## src/rtl/smram_remap.sv

```systemverilog
module smram_remap #(
  parameter int          AW        = 20,
  parameter logic [19:0] HI_BASE   = 20'hD0000,
  parameter logic [19:0] LO_BASE   = 20'h30000,
  parameter logic [19:0] LEG_BASE  = 20'hA0000,
  parameter logic [19:0] DRAM_BASE = 20'hB0000,
  parameter int          SMALL_W   = 16,
  parameter int          LEG_W     = 17
) (
  input  logic          clk,
  input  logic          rst_n,
  input  logic [7:0]    ctrl,
  input  logic          smm_active,
  input  logic [AW-1:0] host_addr,
  output logic          hit,
  output logic [AW-1:0] dram_addr,
  output logic          alt_type
);
  localparam int SMALL_TAG = AW - SMALL_W;
  localparam int LEG_TAG   = AW - LEG_W;

  logic [2:0]    mode;
  logic          en, legacy_mode, relocate_mode, open_now;
  logic          in_hi, in_lo, in_leg, in_win;
  logic          hit_d, alt_d;
  logic [AW-1:0] reloc_addr, addr_d;

  assign en            = ctrl[0];
  assign mode          = ctrl[3:1];
  assign legacy_mode   = en && (mode[2:1] == 2'b01);
  assign relocate_mode = en && (mode[2:1] == 2'b00 || mode[2:1] == 2'b10);
  assign open_now      = smm_active || mode[0];

  assign in_hi  = host_addr[AW-1 -: SMALL_TAG] == HI_BASE[AW-1 -: SMALL_TAG];
  assign in_lo  = host_addr[AW-1 -: SMALL_TAG] == LO_BASE[AW-1 -: SMALL_TAG];
  assign in_leg = host_addr[AW-1 -: LEG_TAG]   == LEG_BASE[AW-1 -: LEG_TAG];

  always_comb begin
    in_win = 1'b0;
    unique case (mode[2:1])
      2'b00:   in_win = relocate_mode && in_hi;
      2'b01:   in_win = legacy_mode && in_leg;
      2'b10:   in_win = relocate_mode && in_lo;
      default: in_win = 1'b0;
    endcase
  end

  assign reloc_addr = {DRAM_BASE[AW-1 -: SMALL_TAG], host_addr[SMALL_W-1:0]};
  assign hit_d      = in_win && open_now;
  assign addr_d     = (hit_d && relocate_mode) ? reloc_addr : host_addr;
  assign alt_d      = legacy_mode && ctrl[4];

  always_ff @(posedge clk) begin
    if (!rst_n) begin
      hit       <= 1'b0;
      dram_addr <= '0;
      alt_type  <= 1'b0;
    end else begin
      hit       <= hit_d;
      dram_addr <= addr_d;
      alt_type  <= alt_d;
    end
  end
endmodule


```

## config.mk

```make
export PLATFORM = sky130hd
export DESIGN_NAME = smram_remap
export DESIGN_NICKNAME = d
export VERILOG_FILES = /design/src/rtl/smram_remap.sv
export SDC_FILE = /design/constraint.sdc
export NUM_CORES = 1
export LEC_CHECK = 0
export BUFFER_PORTS_ARGS = -buffer_cell sky130_fd_sc_hd__buf_2
export CORE_MARGIN = 2
export CORE_UTILIZATION = 40
export DETAILED_ROUTE_END_ITERATION = 6
export PLACE_DENSITY = 0.92
export RECOVER_POWER = 50
export REMOVE_ABC_BUFFERS = 1
export SLEW_MARGIN = 40
export SYNTH_ARGS = -nofsm -noshare
export SYNTH_HDL_FRONTEND = slang
export SYNTH_SLANG_ARGS = --single-unit
```

## constraint.sdc

```tcl
create_clock -name clk -period 2.03 [get_ports clk]
set_clock_uncertainty 0.1 [all_clocks]
set_input_delay 0.203 -clock clk [delete_from_list [all_inputs] [get_ports clk]]
set_output_delay 0.203 -clock clk [all_outputs]
set_load 0.01 [all_outputs]
```

==> metrics.cfg <==
[grt]
grt_pass1_vias=536
grt_pass1_wl_um=2130
grt_use_total_pct=14.8
grt_max_degree=24
antenna_found_initial=0
overflow=0

[die]
core_area_um2=1540
die_y_um=45.1
die_area_um2=2040
die_w_um=45.1
ioPinCount=53
start_util_pct=43.9
num_rows=14

[yosys]
synth_top_flop_cell=dfxtp_1
synthCells=60
synth_edf_count=0
synth.distinct_cells=17
netlist_area_um2=677
seq_area_frac_synth_pct=65.1
synthArstFlopShare_pct=0
avgSynthCellArea_um2=11.3
ys_seq_elements=22
yosysWarnings=0

[clock_network]
holdBufCountCts=0
ctsLongestPathBuffers=2
cts_resized=0
clock-sinks=22
postCtsSetupBuffers=0
htreeDepth=1
clk_pin_slew_ps=100
root_buffer=clkbuf_4
numCtsBuffers=3
cts_tree=yes

[min_path]
whs_path_depth=2
hp-start=host_addr[2]
holdPathEnd=dram_addr[2]$_SDFF_PN0_
min_path_type=in2reg

[power_and_ir_drop]
power.total_mw=0.731
p_per_area_nw_per_um2=765
leakage_nw=0.492
ir_worst_vdd_mv=0.292

[sta]
fin_crit_sh_pct=53.4
worst_hold_slack_ps=13.3
finalHoldViolCount=0
slew_viol_final=0
fmax_mhz=922
timing.slew.headroom_pct=54.2
timing.setup.tns_ps=0
finalSetupViolations=0
rsz0062_at_grt=false
min_period_ps=1080
tightestPinTransition_ps=688

[final_layout]
fin_nets=143
antenna_cells=0
area_growth_syn_to_layout_pct=41.2
finalInstanceArea_um2=956
n_fill_cell=141
drive_gt1_share_pct=46.4

[place]
detailed_place_hpwl_um=1130
placed_cell_area_um2=935
io_buffers=49
gp_congestion=0.696

[critical_path]
end_kind=flop
path_cells=clkbuf_1, nand4b_1, o31ai_1
path_class=in2reg
start_kind=primary input
required_ps=2140
max_stage_delay_ps=510
cp_slowest_cell=clkbuf_1
crit_fanout=23
critPathArrivalTime_ps=1190

[flow_run]
drv_cap=0

[detailed_routing]
ant_nets=0
vias=560
first_iter_violations=4
drc=0
dr.pass1.iters=2
drt_wl_total_um=1430
routedWlPerCell_um=11.4
viasPerCell=4.44

[status]
outcome=finished clean

-- power breakdown --
group	internal [mW]	total [mW]	switching, mW
Clock	0.0689	0.179	0.111
Combinational	0.0480	0.0942	0.0462
Sequential	0.453	0.457	0.00410
-- how the worst max path moves through the flow --
stage	startpoint	to	slack, ps	cells past startpoint
2_1_floorplan	ctrl[2]	dram_addr[18]$_SDFF_PP0_	960	3
4_1_cts	dram_addr[1]$_SDFF_PN0_	dram_addr[1]	960	1
6_report	rst_n	dram_addr[17]$_SDFF_PN0_	950	3
3_3_place_gp	ctrl[2]	dram_addr[18]$_SDFF_PP0_	790	4
5_1_grt	rst_n	dram_addr[17]$_SDFF_PN0_	760	3
3_5_place_dp	ctrl[2]	dram_addr[18]$_SDFF_PP0_	780	4
-- Yosys cell counts (2+ instances only) --
library cell	number	share of area, %
dfxtp_1	22	65
and2_1	17	16
nand2_1	4	2.2
clkbuf_1	2	1.1
nor2b_1	2	1.8
o31ai_1	2	2.2
-- cell usage in the layout, fill, tap and decap left out, drive strengths merged --
| cell type | n |
|---|---|
| nor3 | 1 |
| a21o | 1 |
| clkbuf | 4 |
| and4 | 1 |
| o311a | 1 |
| nor2b | 2 |
| mux2i | 1 |
| nor2 | 1 |
| nand3 | 1 |
| buf | 48 |
| nand4b | 1 |
| nand2b | 1 |
| nand2 | 4 |
| and2 | 17 |
| dfxtp | 22 |
| o31ai | 2 |
| o22ai | 1 |
| xor2 | 1 |
-- stage by stage --
stage	worst slack, ps	instances	util [%]
after floorplan	959	58	-
after global placement	793	123	60.6
after detailed placement	777	123	60.6
after CTS	965	126	62.1
after global routing	763	126	62.0
final	945	126	62.0
-- kinds of logic after synthesis --
family          Yosys count  synth area share, %
compound gates            5                 5.73
simple gates             29                 25.3
mux                       1                 1.48
buf+inv                   2                 1.11
flops                    22                 65.1
xor+xnor                  1                 1.29
-- state kept, by name (all words and copies together) (netlist names) --
signal and flops:
hit 1, dram_addr 20, alt_type 1
-- layer usage --
layer	part of all wire [%]	track usage (%)	routed length, µm	up-vias
li1	-	-	-	298
met1	38	13.4	548	226
met2	48	28.0	687	34
met3	13	3.60	188	2
met4	0.56	10.6	8	0
met5	0	0	0	-
-- layout make-up --
type	count	area (µm²)	share of cell area [%]
clock buffer	3	22.5	2.36
multi-input combinational	36	229	24.0
tap	16	20.0	2.09
sequential	22	440	46.1
timing repair buffer	49	244	25.5
-- critical path, delay by kind of cell --
family	cells	cell delay, ps
AOI/OAI and AO/OA	1	240
buffers and inverters	1	510
and+or+nand+nor	1	230
Note: power is estimated with default switching activity, not from simulation.
